### config.mk
export PLATFORM = sky130hd
export DESIGN_NAME = dual_countdown_timer
export DESIGN_NICKNAME = d
export VERILOG_FILES = /design/src/rtl/tmr_pkg.sv /design/src/rtl/tick_prescaler.sv /design/src/rtl/countdown_reg.sv /design/src/rtl/beep_gen.sv /design/src/rtl/dual_countdown_timer.sv
export SDC_FILE = /design/constraint.sdc
export NUM_CORES = 1
export LEC_CHECK = 0
export ABC_AREA = 1
export BUFFER_PORTS_ARGS = -buffer_cell sky130_fd_sc_hd__buf_4
export CAP_MARGIN = 30
export CORE_MARGIN = 5
export CORE_UTILIZATION = 59
export DETAILED_ROUTE_END_ITERATION = 6
export PLACE_DENSITY = 0.79
export SLEW_MARGIN = 20
export SYNTH_ARGS = -nofsm -noshare
export SYNTH_HDL_FRONTEND = slang
export SYNTH_SLANG_ARGS = --single-unit
export TNS_END_PERCENT = 10
### constraint.sdc
create_clock -name clk -period 1.8 [get_ports clk]
set_input_delay 0.09 -clock clk [delete_from_list [all_inputs] [get_ports clk]]
set_output_delay 0.09 -clock clk [all_outputs]
set_load 0.1 [all_outputs]
### src/rtl/tmr_pkg.sv
package tmr_pkg;

  typedef enum logic {
    SEL_DELAY = 1'b0,
    SEL_SOUND = 1'b1
  } tmr_sel_e;

  localparam int unsigned TMR_W   = 8;
  localparam int unsigned NUM_TMR = 2;

  // Saturating step-down used on every tick.
  function automatic logic [TMR_W-1:0] dec_sat(input logic [TMR_W-1:0] v);
    return (v == '0) ? v : v - 1'b1;
  endfunction

  // True when the next tick will bring the counter to zero.
  function automatic logic at_last(input logic [TMR_W-1:0] v);
    return v == TMR_W'(1);
  endfunction

endpackage

### src/rtl/tick_prescaler.sv
module tick_prescaler #(
  parameter int unsigned CLK_HZ  = 48_000_000,
  parameter int unsigned TICK_HZ = 60
) (
  input  logic clk,
  input  logic rst,
  output logic tick
);
  localparam int unsigned DIV = CLK_HZ / TICK_HZ;
  localparam int unsigned CW  = (DIV > 2) ? $clog2(DIV) : 1;

  logic [CW-1:0] cnt_q;
  logic          wrap_evt;

  assign wrap_evt = (cnt_q == CW'(DIV - 1));
  assign tick     = wrap_evt;

  always_ff @(posedge clk) begin
    if (rst)           cnt_q <= '0;
    else if (wrap_evt) cnt_q <= '0;
    else               cnt_q <= cnt_q + 1'b1;
  end

  // tick is a single-cycle enable
  p_tick_single_r2: assert property (@(posedge clk) disable iff (rst)
    tick |=> !tick);

  // counter never exceeds the division limit
  p_cnt_range_r2: assert property (@(posedge clk) disable iff (rst)
    cnt_q <= CW'(DIV - 1));

endmodule

### src/rtl/countdown_reg.sv
module countdown_reg
  import tmr_pkg::*;
(
  input  logic             clk,
  input  logic             rst,
  input  logic             tick,
  input  logic             ld,
  input  logic [TMR_W-1:0] ld_data,
  output logic [TMR_W-1:0] value
);
  logic [TMR_W-1:0] val_q;
  logic             step_evt;

  assign step_evt = tick && !ld;
  assign value    = val_q;

  always_ff @(posedge clk) begin
    if (rst)           val_q <= '0;
    else if (ld)       val_q <= ld_data;
    else if (step_evt) val_q <= dec_sat(val_q);
  end

  // a write always lands, tick or not
  p_load_wins_r6: assert property (@(posedge clk) disable iff (rst)
    ld |=> value == $past(ld_data));

  // zero holds when not written
  p_no_wrap_r3: assert property (@(posedge clk) disable iff (rst)
    (!ld && value == '0) |=> value == '0);

  // one step down per tick
  p_dec_one_r2: assert property (@(posedge clk) disable iff (rst)
    (tick && !ld && value != '0) |=> value == $past(value) - 1'b1);

  // no change between ticks
  p_hold_r2: assert property (@(posedge clk) disable iff (rst)
    (!tick && !ld) |=> $stable(value));

endmodule

### src/rtl/beep_gen.sv
module beep_gen
  import tmr_pkg::*;
(
  input  logic             clk,
  input  logic             rst,
  input  logic             tick,
  input  logic             snd_ld,
  input  logic [TMR_W-1:0] snd_val,
  output logic             beep
);
  logic expire_evt;
  logic beep_q;

  assign expire_evt = tick && !snd_ld && at_last(snd_val);
  assign beep       = beep_q;

  always_ff @(posedge clk) begin
    if (rst) beep_q <= 1'b0;
    else     beep_q <= expire_evt;
  end

  // pulse lasts one cycle
  p_beep_pulse_r4: assert property (@(posedge clk) disable iff (rst)
    beep |=> !beep);

  // beep follows a 1 -> 0 step of the sound counter
  p_beep_cause_r4: assert property (@(posedge clk) disable iff (rst)
    beep |-> (snd_val == '0 && $past(snd_val) == TMR_W'(1)));

  // a sound write never causes a beep
  p_ld_silent_r7: assert property (@(posedge clk) disable iff (rst)
    snd_ld |=> !beep);

endmodule

### src/rtl/dual_countdown_timer.sv
module dual_countdown_timer
  import tmr_pkg::*;
#(
  parameter int unsigned CLK_HZ  = 48_000_000,
  parameter int unsigned TICK_HZ = 60
) (
  input  logic       clk,
  input  logic       rst,
  input  logic       ld_stb,
  input  logic       ld_sel,
  input  logic [7:0] ld_data,
  output logic [7:0] delay_val,
  output logic       beep
);
  logic                        tick_w;
  logic [NUM_TMR-1:0]          ld_w;
  logic [NUM_TMR-1:0][TMR_W-1:0] val_w;

  tick_prescaler #(.CLK_HZ(CLK_HZ), .TICK_HZ(TICK_HZ)) u_pre (
    .clk (clk),
    .rst (rst),
    .tick(tick_w)
  );

  for (genvar g = 0; g < NUM_TMR; g++) begin : g_tmr
    assign ld_w[g] = ld_stb && (ld_sel == g[0]);
    countdown_reg u_cd (
      .clk    (clk),
      .rst    (rst),
      .tick   (tick_w),
      .ld     (ld_w[g]),
      .ld_data(ld_data),
      .value  (val_w[g])
    );
  end

  beep_gen u_bp (
    .clk    (clk),
    .rst    (rst),
    .tick   (tick_w),
    .snd_ld (ld_w[SEL_SOUND]),
    .snd_val(val_w[SEL_SOUND]),
    .beep   (beep)
  );

  assign delay_val = val_w[SEL_DELAY];

  // only one counter is written per strobe
  p_one_load_r5: assert property (@(posedge clk) disable iff (rst)
    $onehot0(ld_w));

  // a sound write leaves the delay counter alone
  p_delay_kept_r7: assert property (@(posedge clk) disable iff (rst)
    (ld_w[SEL_SOUND] && !tick_w) |=> $stable(delay_val));

endmodule

# Word level (Yosys, flattened, before mapping)
# Cells that the tools add are included.
# W data, S select, Z words.
[word_totals]
register_bits = 37
latch_bits = 0
ram_bits = 0
mem_bits_ro = 0
inputBits = 12
out_inout_bits = 9
word_cells = 32
mem_count = 0
[op_classes]
add_sub_neg = 3
mul = 0
div_mod_pow = 0
n_lt_le_gt_ge = 0
eq_ne = 4
n_shift = 0
n_mux = 6
bitwise_logic = 1
n_reduce_logical = 14
[ops]
columns = ["cell", "count"]
rows = [
  ["$mux W8", 6],
  ["$add A20 B1 Y20 const B", 1],
  ["$eq A20 B20 Y1 const B", 1],
  ["$logic_not A8 Y1", 2],
  ["$sub A8 B1 Y8 const B", 2],
  ["$eq A8 B1 Y1 const B", 1],
  ["$logic_and A1 B1 Y1", 5],
  ["$ne A2 B1 Y1 const B", 2],
  ["$reduce_and A2 Y1", 2],
  ["$reduce_bool A2 Y1", 2],
  ["$logic_not A1 Y1", 2],
  ["$reduce_or A2 Y1", 1],
  ["$not A1 Y1", 1],
]

# Longest topological paths before layout
[depth]
word_depth = 6
depth_mapped = 11
ltp_nobuf = 11

# Cells and area by module
# Synthesis repeated with hierarchy kept, for this count alone.
[hier_totals]
cells_unflattened = 363
area_unflattened_um2 = 2336.0
[by_module_without_submodules]
columns = ["mod", "instances", "cells_per_inst", "area_per_inst_um2", "seq_area_each_um2"]
rows = [
  ["countdown_reg", 2, 95, 600.6, 160.2],
  ["tick_prescaler", 1, 151, 1031.0, 400.4],
  ["beep_gen", 1, 18, 86.3, 20.0],
  ["dual_countdown_timer", 1, 4, 17.5, 0.0],
]

# Least setup slack after synthesis
# No wires, ideal clock.
[synth_path]
path_type = "register -> register"
from = "register g_tmr[0].u_cd.val_q[0]"
to = "register g_tmr[0].u_cd.val_q[2]"
setup_ns = 0.113
arrival_time_ns = 1.946
required_time_ns = 1.687
setup_slack_ns = -0.259
stages_incl_launch_ff = 9
n_path_buf = 0
period_less_slack_ns = 2.059
path_cell_list = "dfxtp_1 -> inv_1 -> ha_1 -> inv_1 -> nor2_1 -> o21ai_0 -> o21ai_0 -> nor2_1 -> nor2_1"
[synth_via]
elab_chain_cells = 4
word_cells_on_any_way = 7
classes_between = "add/sub: 1; eq/ne: 1; mux: 3; reduce/logical: 2"
[synth_lines]
columns = ["element", "line", "rtl"]
rows = [
  ["start, declared", "countdown_reg.sv:11", "logic [TMR_W-1:0] val_q;"],
  ["start signal, assigned", "countdown_reg.sv:19", "else if (ld) val_q <= ld_data;"],
  ["start signal, assigned", "countdown_reg.sv:20", "else if (step_evt) val_q <= dec_sat(val_q);"],
  ["$sub A8 B1 Y8", "tmr_pkg.sv:13", "return (v == '0) ? v : v - 1'b1;"],
  ["$mux W8", "tmr_pkg.sv:13", ""],
  ["$mux W8", "countdown_reg.sv:20", ""],
  ["$mux W8", "countdown_reg.sv:19", ""],
]
# Parallel ways exist; a longest one is shown, timed or not. The select of a mux whose other input is x is not followed.
# A chain may end at the register's enable or synchronous reset.

# Worst setup path after layout
[layout_path]
from = "register u_pre.cnt_q[0]"
to = "register u_pre.cnt_q[2]"
[layout_via]
elab_chain_cells = 2
word_cells_on_any_way = 3
classes_between = "add/sub: 1; eq/ne: 1; reduce/logical: 1"
[layout_lines]
columns = ["element", "line", "rtl"]
rows = [
  ["start, declared", "tick_prescaler.sv:12", "logic [CW-1:0] cnt_q;"],
  ["start signal, assigned", "tick_prescaler.sv:21", "else cnt_q <= cnt_q + 1'b1;"],
  ["parallel branches: the longest is 2 deep, another holds $add A20 B1 Y20", "-", ""],
]
# Parallel ways; which one is timed is not known.

==> run summary <==
Cells with a size suffix above 1 make up 16.58% of the layout. Via count of the first global-routing pass: 2078. Synthesis handed over a netlist of 356 instances. The cell type with the highest occurrence count on the critical path was nand2_2. In this run the biggest area consumer among cell types represents 31.61% of the synthesized area. The weighted congestion reported at the end of routability-driven placement was 0.8870; the I/O pin count was 21. The number of iterations in the first detailed-routing pass was 4; the flip-flop and latch count after synthesis was 37.

Power density over cell area: 761.6 mW/mm^2. The run finished with clean final reports. The longest clock path from root to sink contains 2 buffers.

The endpoint identified for the worst register-to-register timing path is u_pre.cnt_q[2]$_SDFF_PP0_. Cell internal power was estimated by the tool at 1.294 mW. The setup clock skew after layout is 4.559 ps. The critical path is of the reg2reg type. The path with the worst hold slack has its endpoint at g_tmr[0].u_cd.value[3]$_SDFFE_PP0P_.

The worst setup path is captured at a flop. Dividing the detail-routed via count by the number of cells gives 5.214. STA classifies the critical path startpoint as a flop.

The clock input transition at the sequential cells of the worst setup and hold paths works out to 80 ps. Headroom to the max-slew limit came out at 73.75%. For this run, design rule violations remaining after detail routing come to 0.

In this run the number of H-tree levels came out at 2. By instance count, the leading cell after synthesis is nand2_1. The vertical die dimension works out to 73.03 um. When the netlist entered floorplanning its net count stood at 374. The share of the clock period used by the worst path is 83.90%, and the number of setup violations in the final report is 0. The routed length on met2 came out at 2541 um.

For this design the total switching power over the nets is 0.7044 mW. In this run, post-CTS hold repair placed 0 buffers. The delay of the slowest cell on the worst path is 350 ps.

For the register share of total power, the log shows 44.7%. The area added between synthesis and finish works out to 11.96%. For the initial antenna violation count, the log shows 0. The launch instance of the worst min-delay path is rst.

Yosys attributes the largest share of cell area to dfxtp_1 (32%), nand2_1 (15%), nor2_1 (9.3%). Summed over all nets, wire length on met3 after detailed routing comes to 250 um. Summed over all layers, the routed wires come to 5134 um. The top routing layer in use is met4. The switching fraction of total power works out to 35.25%. Most common flop cell mapped by yosys: dfxtp_1. Sequential element share of the synthesized area: 31.61%. TritonCTS built the clock tree.

The worst-path maximum fanout came out at 20. STA puts the critical path data arrival time at 1700 ps. At the end of the flow the core is filled with cells to 67.04%. The static leakage came out at 1.141 nW. Counting the buffers created by CTS gives 5.

Setup repair after global routing left no endpoint under its margin. The floorplan step set the die width to 73.03 um. The slowest stage of the critical path belongs to the cell dfxtp_1. For this configuration, the core starts out at a cell density of 59.88%. Summed over all failing endpoints, the final setup total negative slack is 0 ps. Once the clock tree was built, the resizer swapped 0 gates to a different size. The max-cap check violation count was 0. In this run the remaining antenna-violating nets after routing total 0.

Ranked by instance count, the synthesized netlist is headed by nand2_1 (92), nor2_1 (58), dfxtp_1 (37). At the worst endpoint, the required time is 1990 ps. Grouping stages by cell kind, the critical path spends the most delay in simple AND/OR/NAND/NOR gates.

The number of warnings printed during yosys synthesis is 0. The clock drives 37 sinks. The buffer type at the clock tree root was clkbuf_8. The routed layout has 2242 vias.

The run gives 165 as the initial DRC count. The clock period minus final worst setup slack works out to 1510 ps. The actual slew at the worst max-slew pin was 390.7 ps.

For this block, wires on met1 add up to 2288 um. Together, buffers and inverters on the worst path number 2. The hold path depth was 2; the sum of net half-perimeters after detailed placement was 3990 um. The startpoint identified for the worst register-to-register timing path is u_pre.cnt_q[0]$_SDFF_PP0_. After synthesis, the share of flip-flops with an asynchronous set or reset is 0%.

The routed wire length per instance came out at 11.94 um. The run gives 0.5841 mV as the peak ir drop on the vdd network. Across all register-to-register paths, the minimum setup slack is 290 ps. Once the clock tree was built, the setup fixing pass inserted 0 buffers. For the maximum number of pins on one net before global-route repair, the log shows 21.

The run gives 290 ps as the clock insertion delay at the later pin of the skew report. For this run, the post-layout net count is 397. The number of flops mapped to enable cells by yosys is 0, and the highest achievable clock rate is 662.2 MHz. The post-synth design cell area came out at 0.002343 mm^2. The die covers 0.005333 mm^2. Walking the worst path, the cells encountered are ha_1, nand2_2, inv_2, nand2_2, nor2_8, nand3_4, nand2_1, buf_12, nor3_1. Combinational logic is responsible for 26.5% of the overall power.

0 antenna diodes ended up in the layout. Summed over all layers, the global routing overflow is 0. Input and output buffers added on the ports amount to 20. The number of pins exceeding their max-slew limit in the final report was 0; the clock network power share was 28.8%. The path class of the tightest hold or removal check is in2reg. The tools report the core footprint as 0.003914 mm^2.

Dividing the synthesized area by the synthesized cell count gives 6.583 um^2. Standard-cell row count: 23. Of all cell types, the one taking the most synthesized area is dfxtp_1.

The netlist uses 33 different library cells. The count of cells along the worst register-to-register path was 9; the total count of hold-check failures in the final report was 0. The first global-routing pass estimated 8811 um of wire. Global routing consumed, over all layers together, 20.85% of the routing resources.
[area by class of cell]
| cell class | count | area [um^2] |
|---|---|---|
| clock buffer | 6 | 72.57 |
| clock inverter | 2 | 10.01 |
| fill | 375 | 1290 |
| inverter | 38 | 142.6 |
| multi-input combinational | 275 | 1415 |
| sequential | 37 | 743.2 |
| tap | 50 | 62.56 |
| timing repair buffer | 22 | 177.7 |
[cells by family (layout without fill, tap and decap cells)]
family | Yosys count | after routing | share of synthesized area [%]
AND/OR/NAND/NOR | 225 | 225 | 46.29
XOR/XNOR | 7 | 7 | 2.616
adder cells (fa/ha/maj) | 6 | 6 | 3.203
flip-flops | 37 | 37 | 31.61
AO/OA/AOI/OAI | 37 | 37 | 8.276
buffers and inverters | 44 | 68 | 8.009
[routing by layer]
metal  track usage, %  vias to the layer above
met4            5.943                        0
met3            5.510                        4
met2            36.35                       42
li1                 -                     1178
met5                0                        -
met1            24.96                     1018
[worst max-delay path by stage]
stage / from / to / slack (ps) / cells past startpoint
6_report: u_pre.cnt_q[0]$_SDFF_PP0_ / u_pre.cnt_q[2]$_SDFF_PP0_ / 290 / 9
2_1_floorplan: g_tmr[0].u_cd.value[3]$_SDFFE_PP0P_ / g_tmr[0].u_cd.value[4]$_SDFFE_PP0P_ / 20 / 6
3_3_place_gp: u_pre.cnt_q[0]$_SDFF_PP0_ / g_tmr[1].u_cd.value[2]$_SDFFE_PP0P_ / 320 / 10
3_5_place_dp: u_pre.cnt_q[0]$_SDFF_PP0_ / g_tmr[1].u_cd.value[7]$_SDFFE_PP0P_ / 280 / 9
4_1_cts: u_pre.cnt_q[0]$_SDFF_PP0_ / g_tmr[1].u_cd.value[7]$_SDFFE_PP0P_ / 260 / 9
5_1_grt: u_pre.cnt_q[0]$_SDFF_PP0_ / g_tmr[1].u_cd.value[3]$_SDFFE_PP0P_ / 120 / 9
[flip-flops by register name, summed over array words and instances, names as in the netlist]
register,count
g_tmr.u_cd.value,16
u_bp.beep,1
u_pre.cnt_q,20
[metrics by stage]
step           setup slack [ps]  hold slack [ps]  cells  power, mW  area, um^2
3_3_place_gp              324.9            356.8    422      1.427        2541
2_1_floorplan             17.71            305.5    356      1.322        2346
4_1_cts                   256.6            39.87    430      2.017        2624
5_1_grt                   118.8            53.68    430      2.110        2624
6_report                  289.8            49.52    430      1.998        2624
3_5_place_dp              277.3            357.5    422      1.438        2541
[power groups by stage]
stage                     Sequential [mW]  Combinational [mW]  Clock (mW)
final                               0.893               0.529       0.576
after global routing                0.898               0.587       0.625
after CTS                           0.892               0.530       0.595
after detailed placement            0.911               0.527           0
after global placement              0.910               0.516           0
after floorplan                      1.02               0.303           0
[layout by cell type, fill, tap and decap left out]
cell type  instances
nor2_1            58
nand3_1           27
buf_12             1
nand3_2            2
or2_0              3
nand3b_1           1
ha_1               6
or2_2              3
a21boi_0           1
nor3_2             1
dfxtp_1           35
inv_1             35
nor3_1             8
dfxtp_2            2
clkinv_2           2
xnor2_1            2
nor2_2             4
nand4_1            6
a21oi_1           18
o21ai_0           16
nand4_4            1
nand2_2            9
nor4_1             1
nor3b_2            1
inv_2              3
a21oi_2            1
nand3_4            3
buf_4             21
nor2_4             3
and3_1             1
nand2_1           92
o21bai_1           1
nor2_8             1
xor2_1             5
clkbuf_1           1
clkbuf_8           5
Power figures use the tool's default switching activity.
